==> src/rtl/rs_pkg.sv <==
package rs_pkg;
  localparam int NUM_SRC = 2;
  typedef enum logic {ST_FREE = 1'b0, ST_HELD = 1'b1} rs_state_e;
endpackage

==> src/rtl/rs_src_slot.sv <==
module rs_src_slot #(
  parameter int TAG_W  = 3,
  parameter int DATA_W = 32
) (
  input  logic              clk,
  input  logic              rst_n,
  input  logic              load_i,
  input  logic              ld_ready_i,
  input  logic [TAG_W-1:0]  ld_tag_i,
  input  logic [DATA_W-1:0] ld_data_i,
  input  logic              cdb_valid_i,
  input  logic [TAG_W-1:0]  cdb_tag_i,
  input  logic [DATA_W-1:0] cdb_data_i,
  output logic              ready_o,
  output logic [DATA_W-1:0] data_o
);
  logic              rdy_q, rdy_d;
  logic [TAG_W-1:0]  tag_q, tag_d;
  logic [DATA_W-1:0] data_q, data_d;
  logic              hit_ld, hit_hold, en;

  always_comb begin
    hit_ld   = cdb_valid_i && (cdb_tag_i == ld_tag_i);
    hit_hold = cdb_valid_i && !rdy_q && (cdb_tag_i == tag_q);
    en       = load_i || hit_hold;
    rdy_d    = rdy_q;
    tag_d    = tag_q;
    data_d   = data_q;
    if (load_i) begin
      tag_d  = ld_tag_i;
      rdy_d  = ld_ready_i || hit_ld;
      data_d = (!ld_ready_i && hit_ld) ? cdb_data_i : ld_data_i;
    end else if (hit_hold) begin
      rdy_d  = 1'b1;
      data_d = cdb_data_i;
    end
  end

  always_ff @(posedge clk or negedge rst_n) begin
    if (!rst_n) begin
      rdy_q  <= 1'b0;
      tag_q  <= '0;
      data_q <= '0;
    end else if (en) begin
      rdy_q  <= rdy_d;
      tag_q  <= tag_d;
      data_q <= data_d;
    end
  end

  assign ready_o = rdy_q;
  assign data_o  = data_q;

  // a filled source is never overwritten by a broadcast
  a_r7_value_kept: assert property (@(posedge clk) disable iff (!rst_n)
    ready_o && !load_i |=> ready_o && $stable(data_o));

  // a matching broadcast fills a waiting source
  a_r5_snoop_fill: assert property (@(posedge clk) disable iff (!rst_n)
    !ready_o && !load_i && cdb_valid_i && (cdb_tag_i == tag_q)
    |=> ready_o && (data_o == $past(cdb_data_i)));
endmodule

==> src/rtl/rs_ctrl.sv <==
module rs_ctrl
  import rs_pkg::*;
(
  input  logic clk,
  input  logic rst_n,
  input  logic flush_i,
  input  logic iss_valid_i,
  input  logic srcs_ready_i,
  input  logic fu_ready_i,
  output logic busy_o,
  output logic load_o,
  output logic fu_valid_o
);
  rs_state_e state_q, state_d;

  always_comb begin
    load_o     = iss_valid_i && (state_q == ST_FREE) && !flush_i;
    fu_valid_o = (state_q == ST_HELD) && srcs_ready_i;
    state_d    = state_q;
    if (flush_i)
      state_d = ST_FREE;
    else if (load_o)
      state_d = ST_HELD;
    else if (fu_valid_o && fu_ready_i)
      state_d = ST_FREE;
  end

  always_ff @(posedge clk or negedge rst_n) begin
    if (!rst_n) state_q <= ST_FREE;
    else        state_q <= state_d;
  end

  assign busy_o = (state_q == ST_HELD);

  // flush empties the station
  a_r10_flush_frees: assert property (@(posedge clk) disable iff (!rst_n)
    flush_i |=> !busy_o);

  // accepted dispatch frees the station
  a_r9_accept_frees: assert property (@(posedge clk) disable iff (!rst_n)
    fu_valid_o && fu_ready_i |=> !busy_o);

  // an occupied station stays occupied until accept or flush
  a_r3_busy_holds: assert property (@(posedge clk) disable iff (!rst_n)
    busy_o && !(fu_valid_o && fu_ready_i) && !flush_i |=> busy_o);

  // a free station takes an issue
  a_r2_issue_taken: assert property (@(posedge clk) disable iff (!rst_n)
    iss_valid_i && !busy_o && !flush_i |=> busy_o);
endmodule

==> src/rtl/rs_station.sv <==
module rs_station
  import rs_pkg::*;
#(
  parameter int OP_W       = 4,
  parameter int TAG_W      = 3,
  parameter int DATA_W     = 32,
  parameter int STATION_ID = 5
) (
  input  logic              clk,
  input  logic              rst_n,
  input  logic              flush_i,
  input  logic              iss_valid_i,
  input  logic [OP_W-1:0]   iss_op_i,
  input  logic              iss_src0_ready_i,
  input  logic [TAG_W-1:0]  iss_src0_tag_i,
  input  logic [DATA_W-1:0] iss_src0_data_i,
  input  logic              iss_src1_ready_i,
  input  logic [TAG_W-1:0]  iss_src1_tag_i,
  input  logic [DATA_W-1:0] iss_src1_data_i,
  output logic              busy_o,
  input  logic              cdb_valid_i,
  input  logic [TAG_W-1:0]  cdb_tag_i,
  input  logic [DATA_W-1:0] cdb_data_i,
  output logic              fu_valid_o,
  input  logic              fu_ready_i,
  output logic [OP_W-1:0]   fu_op_o,
  output logic [DATA_W-1:0] fu_src0_o,
  output logic [DATA_W-1:0] fu_src1_o,
  output logic [TAG_W-1:0]  fu_dest_tag_o
);
  localparam logic [TAG_W-1:0] OWN_TAG = TAG_W'(STATION_ID);

  logic                        load;
  logic [NUM_SRC-1:0]          ld_rdy;
  logic [NUM_SRC-1:0]          src_rdy;
  logic [NUM_SRC-1:0][TAG_W-1:0]  ld_tag;
  logic [NUM_SRC-1:0][DATA_W-1:0] ld_data;
  logic [NUM_SRC-1:0][DATA_W-1:0] src_data;
  logic [OP_W-1:0]             op_q;

  assign ld_rdy  = {iss_src1_ready_i, iss_src0_ready_i};
  assign ld_tag  = {iss_src1_tag_i, iss_src0_tag_i};
  assign ld_data = {iss_src1_data_i, iss_src0_data_i};

  rs_ctrl u_ctrl (
    .clk          (clk),
    .rst_n        (rst_n),
    .flush_i      (flush_i),
    .iss_valid_i  (iss_valid_i),
    .srcs_ready_i (&src_rdy),
    .fu_ready_i   (fu_ready_i),
    .busy_o       (busy_o),
    .load_o       (load),
    .fu_valid_o   (fu_valid_o)
  );

  for (genvar g = 0; g < NUM_SRC; g++) begin : g_src
    rs_src_slot #(.TAG_W(TAG_W), .DATA_W(DATA_W)) u_slot (
      .clk         (clk),
      .rst_n       (rst_n),
      .load_i      (load),
      .ld_ready_i  (ld_rdy[g]),
      .ld_tag_i    (ld_tag[g]),
      .ld_data_i   (ld_data[g]),
      .cdb_valid_i (cdb_valid_i),
      .cdb_tag_i   (cdb_tag_i),
      .cdb_data_i  (cdb_data_i),
      .ready_o     (src_rdy[g]),
      .data_o      (src_data[g])
    );
  end

  always_ff @(posedge clk or negedge rst_n) begin
    if (!rst_n)    op_q <= '0;
    else if (load) op_q <= iss_op_i;
  end

  assign fu_op_o       = op_q;
  assign fu_src0_o     = src_data[0];
  assign fu_src1_o     = src_data[1];
  assign fu_dest_tag_o = OWN_TAG;

  // an unaccepted offer is held with its payload
  a_r9_offer_stable: assert property (@(posedge clk) disable iff (!rst_n)
    fu_valid_o && !fu_ready_i && !flush_i
    |=> fu_valid_o && $stable(fu_op_o) && $stable(fu_src0_o) && $stable(fu_src1_o));

  // an offer requires an occupied station
  a_r4_offer_busy: assert property (@(posedge clk) disable iff (!rst_n)
    fu_valid_o |-> busy_o);
endmodule

==> config.mk <==
export PLATFORM = sky130hd
export DESIGN_NAME = rs_station
export DESIGN_NICKNAME = d
export VERILOG_FILES = /design/src/rtl/rs_pkg.sv /design/src/rtl/rs_src_slot.sv /design/src/rtl/rs_ctrl.sv /design/src/rtl/rs_station.sv
export SDC_FILE = /design/constraint.sdc
export NUM_CORES = 1
export LEC_CHECK = 0
export BUFFER_PORTS_ARGS = -buffer_cell sky130_fd_sc_hd__buf_2
export CORE_ASPECT_RATIO = 1.25
export CORE_MARGIN = 2
export CORE_UTILIZATION = 40
export DETAILED_ROUTE_END_ITERATION = 8
export PLACE_DENSITY = 0.74
export REMOVE_ABC_BUFFERS = 1
export SETUP_SLACK_MARGIN = 0.15
export SYNTH_ARGS = -nofsm -noshare
export SYNTH_HDL_FRONTEND = slang
export SYNTH_SLANG_ARGS = --single-unit
==> constraint.sdc <==
create_clock -name clk -period 4.2 [get_ports clk]
set_input_delay 0.63 -clock clk [delete_from_list [all_inputs] [get_ports clk]]
set_output_delay 0.63 -clock clk [all_outputs]
set_load 0.1 [all_outputs]
==> impl_metrics.csv <==
group,metric,value,unit
yosys,syn_area,3865,µm²
timing,max_slew_margin,33.45,%
setup_path,cp_cell_sequence,"buf_2 > xor2_1 > o41ai_4 > buf_4 > o32ai_1 > a21oi_2",
yosys,synthAdderAreaFrac,0,%
yosys,syn-instance-count,315,
placement,dp.cells,603,
power,switching_share,53.04,%
yosys,ys_types,24,
setup_path,cp-startpoint,"cdb_tag_i[2]",
power,powerDensity,758.5,nW/µm²
clock_tree,numCtsBuffers,9,
routing,wirelength,10350,µm
yosys,postSynthAreaPerCell,12.27,µm²
cells_and_area,antenna_cells,0,
power,p_comb_share,51.5,%
setup_path,path_delay_family,"compound AO/OA/AOI/OAI gates",
routing,drtPass1Iterations,4,
setup_path,criticalPathCategory,"in2reg",
setup_path,worstPathArrival,2.57,ns
yosys,yosys_warnings,0,
placement,place_ws,1.503,ns
power,pwr-share-seq,26.8,%
yosys,post-synth-top-area-cell,"dfrtp_1",
power,p_sw,2.060,mW
die,initial_core_util,40.64,%
timing,tns,0,ns
global_routing,grt_pass1_vias,3373,
run_status,status,"finished, final reports clean",
clock_tree,cts_tree,"built",
timing,rsz0062_at_grt,"false",
die,rows,40,
power,p_leak,2.297,nW
timing,min_period,2.315,ns
cells_and_area,stdcell_area,5121,µm²
global_routing,antenna_found_initial,0,
routing,wl_per_cell,16.73,µm
setup_path,reg2reg_slack,1.95,ns
die,io_pins,190,
global_routing,grt_pass1_wl,16050,µm
placement,place.gp.congestion,0.7424,
die,placeableCoreArea,9509,µm²
global_routing,gr-total-overflow,0,
timing,fin_crit_sh,55.12,%
timing,slew_viol_final,0,
setup_path,worst-path-max-fanout,17,
timing,tightest_slew,0.9949,ns
routing,vias_per_cell,5.286,
placement,placed_cell_area,4795,µm²
timing,skew,0.005694,ns
global_routing,track_usage,19.29,%
yosys,synth_top_family_by_area,"compound AO/OA/AOI/OAI gates",
routing,drc,0,
die,die_w,91.92,µm
clock_tree,clk_pin_slew_worst_paths,0.06,ns
yosys,synthArstFlopShare,100.0,%
yosys,yosysMostFrequentCell,"dfrtp_1",
clock_tree,cts_hold_buf,0,
clock_tree,htreeDepth,3,
yosys,yosys.area_share.simple,3.464,%
placement,io_buffers,186,
timing,worst_slack,1.885,ns
power,vdd_ir_drop_max,0.4717,mV
cells_and_area,stdcell_count,619,
cells_and_area,drive_gt1_share,58.62,%
setup_path,crit_buf_inv,2,
die,die-height,113.9,µm
setup_path,critPathSlowestCell,"o41ai_4",
placement,dpl.hpwl,7416,µm
die,dieArea,10470,µm²
yosys,synthDominantCellAreaShare,49.85,%
cells_and_area,finalNetCount,605,
cells_and_area,area_delta_synth_final,32.50,%
yosys,seq_area_frac_synth,49.85,%
yosys,synthTopCellsByArea,"dfrtp_1 50%, a21oi_2 14%, o32ai_1 13%, inv_1 3.1%, mux2_2 2.9%",
power,pwr-share-clk,21.7,%
clock_tree,clockBufferDepth,2,
routing,num_vias,3272,
setup_path,rr_endpoint,"g_src[0].u_slot.data_o[7]$_DFFE_PN0P_",
setup_path,crit_cells,6,
flow_run,drv_cap,0,
clock_tree,post_cts_buffers,0,
yosys,synth_xor_area_share,2.719,%
clock_tree,clock_latency,0.33,ns
global_routing,grt_max_degree,78,
yosys,ys.flop_type,"dfrtp_1",
yosys,ys_ff_latch,77,
clock_tree,clock-sinks,77,
timing,hold_violations,0,
timing,final-setup-viol-count,0,
setup_path,cp-end-kind,"flop",
yosys,synth_edf_count,0,
routing,ant_nets,0,
setup_path,cp-start-kind,"input pin",
setup_path,reg2regPathDepth,5,
setup_path,crit_path_max_incr_delay,0.94,ns
yosys,synth_compound_area_share,31.66,%
timing,max_freq,0.4319,GHz
power,p_int,1.824,mW
hold_path,min_path_type,"in2async",
clock_tree,cts.repair.resized,0,
routing,drtIter0Drc,130,
setup_path,crit_required,4.45,ns
setup_path,r2r-start,"g_src[0].u_slot.tag_q[2]$_DFFE_PN0P_",
yosys,synthMuxAreaShare,3.691,%
yosys,netlist_top_cells_count,"77 x dfrtp_1, 60 x a21oi_2, 58 x o32ai_1",
clock_tree,cts_root_buf,"clkbuf_16",
-- power groups by stage --
stage | logic [mW] | registers, mW | clock network, mW
after floorplan | 0.367 | 2.33 | 0
after global placement | 1.98 | 1.04 | 0
after detailed placement | 2.01 | 1.05 | 0
after CTS | 2.01 | 1.04 | 0.858
after global routing | 2.07 | 1.06 | 0.889
final | 2.00 | 1.04 | 0.844
-- layout make-up --
| class | count | area (µm²) |
|---|---|---|
| Fill cell | 866 | 4388 |
| Sequential cell | 77 | 1927 |
| Multi-Input combinational cell | 177 | 1619 |
| Timing Repair Buffer | 191 | 970.9 |
| Clock buffer | 12 | 256.5 |
| Tap cell | 126 | 157.7 |
| Inverter | 32 | 120.1 |
| Clock inverter | 4 | 70.07 |
-- layer usage --
metal	vias to the layer above	global-route usage (%)	wire (µm)
li1	1534	-	-
met1	1594	21.55	3993
met2	132	35.00	5487
met3	12	4.690	699
met4	0	8.060	172
met5	-	0	0
-- kinds of logic after synthesis --
| family | Yosys count |
|---|---|
| buffers and inverters | 62 |
| other | 2 |
| XOR/XNOR | 12 |
| flip-flops | 77 |
| AND/OR/NAND/NOR | 17 |
| AO/OA/AOI/OAI | 133 |
| multiplexers | 12 |
-- cells in the final DEF (no fill, tap or decap) --
cell       synthesis  routed
a211oi_1           1       1
clkbuf_8           0       2
or3b_4             0       1
xor2_1            12      12
o32ai_2            6       6
and3_1             1       1
a21oi_2           60      60
buf_4              4       6
conb_1             2       3
a21oi_1            6       6
nor3_1             2       2
o32ai_1           58      58
nor4_4             2       2
inv_1             32      32
nor4_1             2       2
nand2b_1           4       4
mux2_4             2       2
clkbuf_1           9       1
clkbuf_16          0       9
o41ai_4            2       2
clkinv_2           0       2
mux2_2            10      10
nor2_1             3       3
buf_2              8     185
nor4b_1            2       2
dfrtp_1           77      77
bufinv_16          0       2
-- metrics by stage --
step / power, mW / util, % / hold slack [ns]
floorplan: 2.696 / - / 0.3344
global placement: 3.026 / 50.42 / 0.4816
detailed placement: 3.060 / 50.42 / 0.4871
CTS: 3.910 / 53.86 / 0.4645
global route: 4.014 / 53.86 / 0.4706
finish: 3.884 / 53.86 / 0.4392
-- worst reg2reg max path, delay by kind of cell (launching register included) --
kind	cells	cell delay (ns)
AOI/OAI and AO/OA	3	1.22
xor gates and xnor gates	1	0.19
buffers and inverters	1	0.38
DFF	1	0.39
-- registers in the layout, indices dropped and copies added, names as in the netlist --
register	count
fu_op_o	4
g_src.u_slot.ready_o	2
u_ctrl.busy_o	1
g_src.u_slot.tag_q	6
g_src.u_slot.data_o	64
-- worst max path at each step --
stage,end,slack (ns)
2_1_floorplan,g_src[1].u_slot.data_o[0]$_DFFE_PN0P_,0.30
3_3_place_gp,g_src[0].u_slot.data_o[27]$_DFFE_PN0P_,1.57
3_5_place_dp,g_src[1].u_slot.data_o[29]$_DFFE_PN0P_,1.50
4_1_cts,g_src[1].u_slot.data_o[15]$_DFFE_PN0P_,1.85
5_1_grt,g_src[1].u_slot.data_o[15]$_DFFE_PN0P_,1.73
6_report,g_src[0].u_slot.data_o[7]$_DFFE_PN0P_,1.88
No activity file was read; power rests on OpenSTA's default activity.
